File: src/rtl/psram_pkg.sv
package psram_pkg;

    typedef enum logic [3:0] {
        ST_INIT_WAIT,
        ST_DUMMY_ACT,
        ST_DUMMY_PRE,
        ST_IDLE,
        ST_READ,
        ST_WRITE,
        ST_RMW_READ,
        ST_RMW_TURN,
        ST_RMW_WRITE,
        ST_PRECHARGE,
        ST_REF_PULSE,
        ST_REF_RECOVER
    } psram_state_e;

    localparam logic [1:0] OP_READ  = 2'b00;
    localparam logic [1:0] OP_WRITE = 2'b01;
    localparam logic [1:0] OP_RMW   = 2'b10;

    function automatic int cycles_up(input int ns, input int clk_ns);
        return (ns + clk_ns - 1) / clk_ns;
    endfunction

    function automatic int imax(input int a, input int b);
        return (a > b) ? a : b;
    endfunction

endpackage

File: src/rtl/psram_timer.sv
module psram_timer #(
    parameter int W = 16,
    parameter logic [W-1:0] RST_VAL = '0
) (
    input  logic         clk,
    input  logic         rst_n,
    input  logic         load,
    input  logic [W-1:0] load_val,
    output logic         expired
);
    logic [W-1:0] cnt;

    always_ff @(posedge clk or negedge rst_n) begin
        if (!rst_n) begin
            cnt <= RST_VAL;
        end else if (load) begin
            cnt <= load_val;
        end else if (cnt != '0) begin
            cnt <= cnt - 1'b1;
        end
    end

    assign expired = (cnt == '0);
endmodule

File: src/rtl/psram_refresh_sched.sv
module psram_refresh_sched #(
    parameter int INTERVAL = 3906
) (
    input  logic clk,
    input  logic rst_n,
    input  logic enable,
    input  logic ack,
    output logic due
);
    localparam int CW = $clog2(INTERVAL);

    logic [CW-1:0] cnt;
    logic          tick;

    assign tick = enable && (cnt == CW'(INTERVAL - 1));

    always_ff @(posedge clk or negedge rst_n) begin
        if (!rst_n) begin
            cnt <= '0;
            due <= 1'b0;
        end else begin
            cnt <= (!enable || tick) ? '0 : cnt + 1'b1;
            due <= tick || (due && !ack);
        end
    end

    AST_REF_ACK_DUE: assert property (@(posedge clk) disable iff (!rst_n)
        ack |-> due);
    AST_REF_NOT_MISSED: assert property (@(posedge clk) disable iff (!rst_n)
        tick |-> (!due || ack));
endmodule

File: src/rtl/psram_ctrl.sv
module psram_ctrl
    import psram_pkg::*;
#(
    parameter int CLK_NS          = 4,
    parameter int ADDR_W          = 17,
    parameter int DATA_W          = 8,
    parameter int T_CE_NS         = 60,
    parameter int T_PRE_NS        = 40,
    parameter int T_RC_NS         = 100,
    parameter int T_RMW_NS        = 165,
    parameter int T_CEA_NS        = 60,
    parameter int T_WP_NS         = 40,
    parameter int T_FAP_NS        = 30,
    parameter int T_FP_NS         = 30,
    parameter int T_FC_NS         = 160,
    parameter int T_INIT_NS       = 100000,
    parameter int T_REF_WINDOW_NS = 8000000,
    parameter int REF_COUNT       = 512,
    parameter int DUMMY_CYCLES    = 8
) (
    input  logic              clk,
    input  logic              rst_n,
    input  logic              req_valid,
    output logic              req_ready,
    input  logic [1:0]        req_op,
    input  logic [ADDR_W-1:0] req_addr,
    input  logic [DATA_W-1:0] req_wdata,
    output logic              rsp_valid,
    output logic [DATA_W-1:0] rsp_rdata,
    output logic [ADDR_W-1:0] mem_addr,
    output logic              mem_ce1_n,
    output logic              mem_ce2,
    output logic              mem_oe_n,
    output logic              mem_we_n,
    output logic              mem_rfsh_n,
    output logic [DATA_W-1:0] mem_dq_out,
    output logic              mem_dq_oe,
    input  logic [DATA_W-1:0] mem_dq_in
);
    localparam int N_CE       = cycles_up(T_CE_NS, CLK_NS);
    localparam int N_PRE      = cycles_up(T_PRE_NS, CLK_NS);
    localparam int N_ACT      = imax(N_CE, cycles_up(T_RC_NS, CLK_NS) - N_PRE);
    localparam int N_RD       = imax(N_ACT, cycles_up(T_CEA_NS, CLK_NS) + 1);
    localparam int N_WR       = imax(N_ACT, cycles_up(T_WP_NS, CLK_NS));
    localparam int N_RMW_ACT  = imax(cycles_up(T_RMW_NS, CLK_NS) - N_PRE,
                                     N_RD + 1 + cycles_up(T_WP_NS, CLK_NS));
    localparam int N_RMW_WR   = N_RMW_ACT - N_RD - 1;
    localparam int N_FAP      = cycles_up(T_FAP_NS, CLK_NS);
    localparam int N_FREC     = imax(cycles_up(T_FP_NS, CLK_NS),
                                     cycles_up(T_FC_NS, CLK_NS) - N_FAP);
    localparam int N_INIT     = cycles_up(T_INIT_NS, CLK_NS);
    localparam int N_REF_INT  = (T_REF_WINDOW_NS / REF_COUNT) / CLK_NS;
    localparam int TMR_W      = $clog2(imax(N_INIT, N_RMW_ACT) + 1);
    localparam int DUMMY_W    = $clog2(DUMMY_CYCLES + 1);
    localparam int LEN_W      = $clog2(imax(N_RMW_ACT, imax(N_FREC, N_PRE)) + 2) + 1;

    localparam logic [TMR_W-1:0] L_INIT   = TMR_W'(N_INIT - 1);
    localparam logic [TMR_W-1:0] L_ACT    = TMR_W'(N_ACT - 1);
    localparam logic [TMR_W-1:0] L_PRE    = TMR_W'(N_PRE - 1);
    localparam logic [TMR_W-1:0] L_RD     = TMR_W'(N_RD - 1);
    localparam logic [TMR_W-1:0] L_WR     = TMR_W'(N_WR - 1);
    localparam logic [TMR_W-1:0] L_RMW_WR = TMR_W'(N_RMW_WR - 1);
    localparam logic [TMR_W-1:0] L_FAP    = TMR_W'(N_FAP - 1);
    localparam logic [TMR_W-1:0] L_FREC   = TMR_W'(N_FREC - 1);

    psram_state_e       state, state_nx;
    logic               tmr_load, tmr_expired;
    logic [TMR_W-1:0]   tmr_val;
    logic               ref_due, ref_ack, accept;
    logic [DUMMY_W-1:0] dummy_cnt;

    psram_timer #(.W(TMR_W), .RST_VAL(L_INIT)) u_timer (
        .clk(clk), .rst_n(rst_n), .load(tmr_load), .load_val(tmr_val),
        .expired(tmr_expired)
    );

    psram_refresh_sched #(.INTERVAL(N_REF_INT)) u_refresh (
        .clk(clk), .rst_n(rst_n), .enable(state != ST_INIT_WAIT && state != ST_DUMMY_ACT
                                          && state != ST_DUMMY_PRE),
        .ack(ref_ack), .due(ref_due)
    );

    assign req_ready = (state == ST_IDLE) && !ref_due;
    assign mem_ce2   = 1'b1;

    always_comb begin
        state_nx = state;
        tmr_load = 1'b0;
        tmr_val  = '0;
        ref_ack  = 1'b0;
        accept   = 1'b0;
        unique case (state)
            ST_INIT_WAIT:
                if (tmr_expired) begin
                    state_nx = ST_DUMMY_ACT; tmr_load = 1'b1; tmr_val = L_ACT;
                end
            ST_DUMMY_ACT:
                if (tmr_expired) begin
                    state_nx = ST_DUMMY_PRE; tmr_load = 1'b1; tmr_val = L_PRE;
                end
            ST_DUMMY_PRE:
                if (tmr_expired) begin
                    if (dummy_cnt == DUMMY_W'(DUMMY_CYCLES)) begin
                        state_nx = ST_IDLE;
                    end else begin
                        state_nx = ST_DUMMY_ACT; tmr_load = 1'b1; tmr_val = L_ACT;
                    end
                end
            ST_IDLE:
                if (ref_due) begin
                    state_nx = ST_REF_PULSE; tmr_load = 1'b1; tmr_val = L_FAP;
                    ref_ack  = 1'b1;
                end else if (req_valid) begin
                    accept   = 1'b1;
                    tmr_load = 1'b1;
                    if (req_op == OP_WRITE) begin
                        state_nx = ST_WRITE; tmr_val = L_WR;
                    end else if (req_op == OP_RMW) begin
                        state_nx = ST_RMW_READ; tmr_val = L_RD;
                    end else begin
                        state_nx = ST_READ; tmr_val = L_RD;
                    end
                end
            ST_READ, ST_WRITE, ST_RMW_WRITE:
                if (tmr_expired) begin
                    state_nx = ST_PRECHARGE; tmr_load = 1'b1; tmr_val = L_PRE;
                end
            ST_RMW_READ:
                if (tmr_expired) begin
                    state_nx = ST_RMW_TURN; tmr_load = 1'b1; tmr_val = '0;
                end
            ST_RMW_TURN:
                if (tmr_expired) begin
                    state_nx = ST_RMW_WRITE; tmr_load = 1'b1; tmr_val = L_RMW_WR;
                end
            ST_PRECHARGE, ST_REF_RECOVER:
                if (tmr_expired) state_nx = ST_IDLE;
            ST_REF_PULSE:
                if (tmr_expired) begin
                    state_nx = ST_REF_RECOVER; tmr_load = 1'b1; tmr_val = L_FREC;
                end
            default: state_nx = ST_INIT_WAIT;
        endcase
    end

    always_ff @(posedge clk or negedge rst_n) begin
        if (!rst_n) begin
            state     <= ST_INIT_WAIT;
            dummy_cnt <= '0;
        end else begin
            state <= state_nx;
            if (state == ST_DUMMY_ACT && tmr_expired) dummy_cnt <= dummy_cnt + 1'b1;
        end
    end

    always_ff @(posedge clk or negedge rst_n) begin
        if (!rst_n) begin
            mem_ce1_n  <= 1'b1;
            mem_oe_n   <= 1'b1;
            mem_we_n   <= 1'b1;
            mem_rfsh_n <= 1'b1;
            mem_dq_oe  <= 1'b0;
            mem_addr   <= '0;
            mem_dq_out <= '0;
            rsp_valid  <= 1'b0;
            rsp_rdata  <= '0;
        end else begin
            mem_ce1_n  <= !(state_nx inside {ST_DUMMY_ACT, ST_READ, ST_WRITE,
                                             ST_RMW_READ, ST_RMW_TURN, ST_RMW_WRITE});
            mem_oe_n   <= !(state_nx inside {ST_READ, ST_RMW_READ});
            mem_we_n   <= !(state_nx inside {ST_WRITE, ST_RMW_WRITE});
            mem_dq_oe  <= (state_nx inside {ST_WRITE, ST_RMW_WRITE});
            mem_rfsh_n <= (state_nx != ST_REF_PULSE);
            if (accept) begin
                mem_addr   <= req_addr;
                mem_dq_out <= req_wdata;
            end
            rsp_valid <= (state inside {ST_READ, ST_RMW_READ}) && tmr_expired;
            if ((state inside {ST_READ, ST_RMW_READ}) && tmr_expired) rsp_rdata <= mem_dq_in;
        end
    end

    // Pulse-length monitors used by the timing assertions below
    logic [LEN_W-1:0] ce_lo_len, ce_hi_len, rf_lo_len;

    always_ff @(posedge clk or negedge rst_n) begin
        if (!rst_n) begin
            ce_lo_len <= '0;
            ce_hi_len <= '1;
            rf_lo_len <= '0;
        end else begin
            ce_lo_len <= mem_ce1_n ? '0 : ((ce_lo_len == '1) ? ce_lo_len : ce_lo_len + 1'b1);
            ce_hi_len <= !mem_ce1_n ? '0 : ((ce_hi_len == '1) ? ce_hi_len : ce_hi_len + 1'b1);
            rf_lo_len <= mem_rfsh_n ? '0 : ((rf_lo_len == '1) ? rf_lo_len : rf_lo_len + 1'b1);
        end
    end

    AST_BUS_ONE_DRIVER: assert property (@(posedge clk) disable iff (!rst_n)
        mem_dq_oe |-> (mem_oe_n && !mem_ce1_n));
    AST_REFRESH_DESELECTED: assert property (@(posedge clk) disable iff (!rst_n)
        !mem_rfsh_n |-> mem_ce1_n);
    AST_READY_QUIET: assert property (@(posedge clk) disable iff (!rst_n)
        req_ready |-> (mem_ce1_n && mem_rfsh_n));
    AST_ADDR_HELD: assert property (@(posedge clk) disable iff (!rst_n)
        (!mem_ce1_n && !$past(mem_ce1_n)) |-> $stable(mem_addr));
    AST_CE_MIN_LOW: assert property (@(posedge clk) disable iff (!rst_n)
        $rose(mem_ce1_n) |-> (ce_lo_len >= LEN_W'(N_CE)));
    AST_CE_PRECHARGE: assert property (@(posedge clk) disable iff (!rst_n)
        $fell(mem_ce1_n) |-> (ce_hi_len >= LEN_W'(N_PRE)));
    AST_RFSH_WIDTH: assert property (@(posedge clk) disable iff (!rst_n)
        $rose(mem_rfsh_n) |-> (rf_lo_len >= LEN_W'(N_FAP)));
    AST_RSP_AFTER_READ: assert property (@(posedge clk) disable iff (!rst_n)
        rsp_valid |-> !$past(mem_oe_n));
    AST_CE2_HELD: assert property (@(posedge clk) disable iff (!rst_n)
        mem_rfsh_n |=> (mem_ce2 || !mem_rfsh_n));
endmodule

File: config.mk
export PLATFORM = sky130hd
export DESIGN_NAME = psram_ctrl
export DESIGN_NICKNAME = d
export VERILOG_FILES = /design/src/rtl/psram_pkg.sv /design/src/rtl/psram_timer.sv /design/src/rtl/psram_refresh_sched.sv /design/src/rtl/psram_ctrl.sv
export SDC_FILE = /design/constraint.sdc
export NUM_CORES = 1
export LEC_CHECK = 0
export BUFFER_PORTS_ARGS = -buffer_cell sky130_fd_sc_hd__buf_4
export CAP_MARGIN = 10
export CORE_AREA = 8 8 96 98
export CTS_BUF_LIST = sky130_fd_sc_hd__clkbuf_4
export DETAILED_ROUTE_END_ITERATION = 16
export DIE_AREA = 0 0 104 106
export GPL_TIMING_DRIVEN = 0
export PLACE_DENSITY = 0.76
export SLEW_MARGIN = 15
export SYNTH_ARGS = -nofsm -noshare
export SYNTH_HDL_FRONTEND = slang
export SYNTH_HIERARCHICAL = 1
export SYNTH_SLANG_ARGS = --single-unit
File: constraint.sdc
create_clock -name clk -period 7.1 [get_ports clk]
set_input_delay 0 -clock clk [delete_from_list [all_inputs] [get_ports clk]]
set_output_delay 0 -clock clk [all_outputs]
set_load 0.1 [all_outputs]
==> impl_metrics.env <==
export IMPL_status="finished, final reports clean"
export IMPL_post_cts_resized=0
export IMPL_start_util=0.4880
export IMPL_final_layout_size_suffix_gt1_frac=0.3600
export IMPL_hpwlAfterDp_mm=6.205
export IMPL_synth_edf_count=0
export IMPL_grt_pass1_wl_mm=15.47
export IMPL_via_count=3065
export IMPL_place_congestion=0.8763
export IMPL_finalWorstSetupSlack_ns=3.272
export IMPL_synthesis_area_mm2=0.003829
export IMPL_worstPathArrival_ns=4.12
export IMPL_area_growth_pct=31.34
export IMPL_critPathMaxStageDelay_ns=0.65
export IMPL_layout_nets=513
export IMPL_setup_tns_final_ns=0
export IMPL_synth_seq_cells=75
export IMPL_antenna_found_initial=0
export IMPL_ff2ff_path_depth=12
export IMPL_worst_slew_pin_slew_ns=0.9418
export IMPL_path_max_fanout=14
export IMPL_slew_violations=0
export IMPL_yosys_warnings=6
export IMPL_cp_start_kind="flip-flop"
export IMPL_setup_viol=0
export IMPL_first_pass_iters=4
export IMPL_root_buffer="clkbuf_4"
export IMPL_netlist_area_leader_share=0.4118
export IMPL_relSlewSlack=0.3721
export IMPL_dp_cells=530
export IMPL_pre_cts_ws_ns=3.344
export IMPL_avgSynthCellArea_um2=11.29
export IMPL_worstReg2RegEnd="u_timer/cnt[4]"
export IMPL_coreArea_mm2=0.007845
export IMPL_crit_chain="inv_1 > ha_1 > or4b_2 > nor4_2 > buf_4 > clkbuf_1 > inv_1 > o32ai_1 > clkinv_1 > and3_1 > a21oi_1 > o41ai_1"
export IMPL_die_h_um=106
export IMPL_drt_total_wl_mm=9.307
export IMPL_antenna_cells=0
export IMPL_critical_path_top_delay_family="buffers and inverters"
export IMPL_hp_class="primary input to flip-flop"
export IMPL_whs_endpoint="state[0]"
export IMPL_vias_per_cell=5.284
export IMPL_r2r_start="u_timer/cnt[0]"
export IMPL_fin_area_mm2=0.005029
export IMPL_maxCapViolations=0
export IMPL_io_pins=79
export IMPL_grt_max_degree=76
export IMPL_synthCells=339
export IMPL_min_path_cells=4
export IMPL_synth_top_area_cell="dfrtp_1"
export IMPL_hold_viol_final=0
export IMPL_path_buf_inv=5
export IMPL_synthArstFlopShare=1.000
export IMPL_portBuffers=77
export IMPL_fmax_mhz=261.2
export IMPL_track_usage=0.1715
export IMPL_cp_slowest_cell="or4b_2"
export IMPL_placed_area_mm2=0.004572
export IMPL_fillCellCount=614
export IMPL_p_leak_nw=2.296
export IMPL_synth_flop_cell="dfrtp_1"
export IMPL_dr_first_iter_drc_count=210
export IMPL_antenna_left=0
export IMPL_rows=33
export IMPL_clock_sinks=75
export IMPL_drc=0
export IMPL_cts_buffer_depth=2
export IMPL_cp_end_kind="flip-flop"
export IMPL_grt_ovfl_total=0
export IMPL_power_density_mw_per_mm2=162.2
export IMPL_rsz0062_at_grt="no"
export IMPL_cts_buffers=9
export IMPL_min_period_ns=3.828
export IMPL_htree_levels=3
export IMPL_grt_pass1_vias=3150
export IMPL_min_delay_start="req_valid"
export IMPL_die_x_um=104
export IMPL_peakVddDrop_v=0.0001156
export IMPL_yosys_top_cells_area="dfrtp_1, dfstp_2, mux2_4"
export IMPL_crit_type="flip-flop to flip-flop"
export IMPL_crit_path_frequent_cell="inv_1"
export IMPL_fin_skew_ns=0.01867
export IMPL_worst_ep_required_time_ns=7.40
export IMPL_wire_per_inst_um=16.05
export IMPL_clk_pin_slew_ns=0.13
export IMPL_r2r_slack_ns=3.27
export IMPL_insertion_delay_ns=0.42
export IMPL_die_area_mm2=0.01102
export IMPL_period_share=0.5391
export IMPL_whs_ns=0.1016
export IMPL_yosysUniqueCellTypes=61
export IMPL_ys_seq_area_frac=0.4941
export IMPL_cts_tree="done"
export IMPL_final_cells=580
cells in the mapped netlist, types with 7 or more instances:
master / instances
a21oi_1: 22
dfrtp_1: 63
dfstp_2: 12
inv_1: 13
mux2_2: 15
mux2_4: 19
nand2_1: 16
nand2b_1: 9
nand3_1: 7
nor2_1: 20
nor3_1: 8
o21ai_0: 15
o31ai_1: 8
or4_1: 7
where the power goes:
part	leakage, nW	total, mW	internal (mW)	switching [mW]
logic	1.29	0.131	0.0482	0.0830
registers	0.950	0.450	0.441	0.00921
clock network	0.0588	0.234	0.0757	0.159
worst max path at each step:
stage,start,to,cells past startpoint
5_1_grt,u_timer/cnt[0],u_timer/cnt[11],12
3_5_place_dp,u_timer/cnt[0],u_timer/cnt[11],12
2_1_floorplan,u_timer/cnt[0],u_timer/cnt[11],12
6_report,u_timer/cnt[0],u_timer/cnt[4],12
4_1_cts,u_timer/cnt[0],u_timer/cnt[4],12
3_3_place_gp,u_timer/cnt[0],u_timer/cnt[11],12
flip-flops by register name (all words and copies together), names as in the netlist:
name,count
dummy_cnt,4
mem_addr,17
mem_ce1_n,1
mem_dq_oe,1
mem_dq_out,8
mem_oe_n,1
mem_rfsh_n,1
mem_we_n,1
rsp_rdata,8
rsp_valid,1
state,4
u_refresh/cnt,12
u_refresh/due,1
u_timer/cnt,15
layout make-up:
| type | instances | area (um2) | share of cell area |
|---|---|---|---|
| timing repair buffer | 111 | 918.4 | 0.1826 |
| clock buffer | 10 | 75.07 | 0.01493 |
| clock inverter | 6 | 41.29 | 0.008211 |
| multi-input combinational | 242 | 1798 | 0.3576 |
| sequential | 75 | 1892 | 0.3762 |
| buffer | 17 | 120.1 | 0.02389 |
| tap | 105 | 131.4 | 0.02613 |
| inverter | 14 | 52.55 | 0.01045 |
through the flow:
| step | util | power (mW) |
|---|---|---|
| after floorplan | - | 0.5311 |
| after global placement | 0.5828 | 0.5709 |
| after detailed placement | 0.5828 | 0.5734 |
| after CTS | 0.6410 | 0.8224 |
| after global routing | 0.6410 | 0.8474 |
| final | 0.6410 | 0.8155 |
per-layer routing:
| layer | vias to the layer above | global-route usage | share of wire |
|---|---|---|---|
| met5 | - | 0 | 0 |
| met4 | 0 | 0.07032 | 0.022 |
| met3 | 18 | 0.04477 | 0.048 |
| met2 | 73 | 0.3002 | 0.53 |
| met1 | 1492 | 0.1959 | 0.40 |
| li1 | 1482 | - | - |
kinds of logic after synthesis:
group,Yosys count,share of synthesized area
AOI/OAI and AO/OA,74,0.1317
adders and majority gates,5,0.01634
xor gates and xnor gates,12,0.02745
muxes,36,0.1239
and+or+nand+nor,104,0.1595
DFF,75,0.4941
buffers and inverters,31,0.04510
other,2,0.001962
what timing repair did:
item	in CTS	in global routing
buffers inserted	0	0
setup endpoints to repair	0	0
hold buffers	34	0
hold endpoints to repair	96	0
cell usage in the layout (no fill, tap or decap), types with 12 or more instances in the layout:
cell	Yosys	final
dlygate4sd3_1	0	34
a21oi_1	22	22
nor2_1	20	20
nand2_1	16	16
buf_4	4	81
dfstp_2	12	12
mux2_2	15	15
dfrtp_1	63	63
o21ai_0	15	15
inv_1	13	13
mux2_4	19	19
tightest hold or removal path: cells and delay by family:
kind                   cells  cell delay (ns)
AOI/OAI and AO/OA          2             0.34
buffers and inverters      1             0.10
and+or+nand+nor            1             0.05
Note: power is estimated with default switching activity, not from simulation.
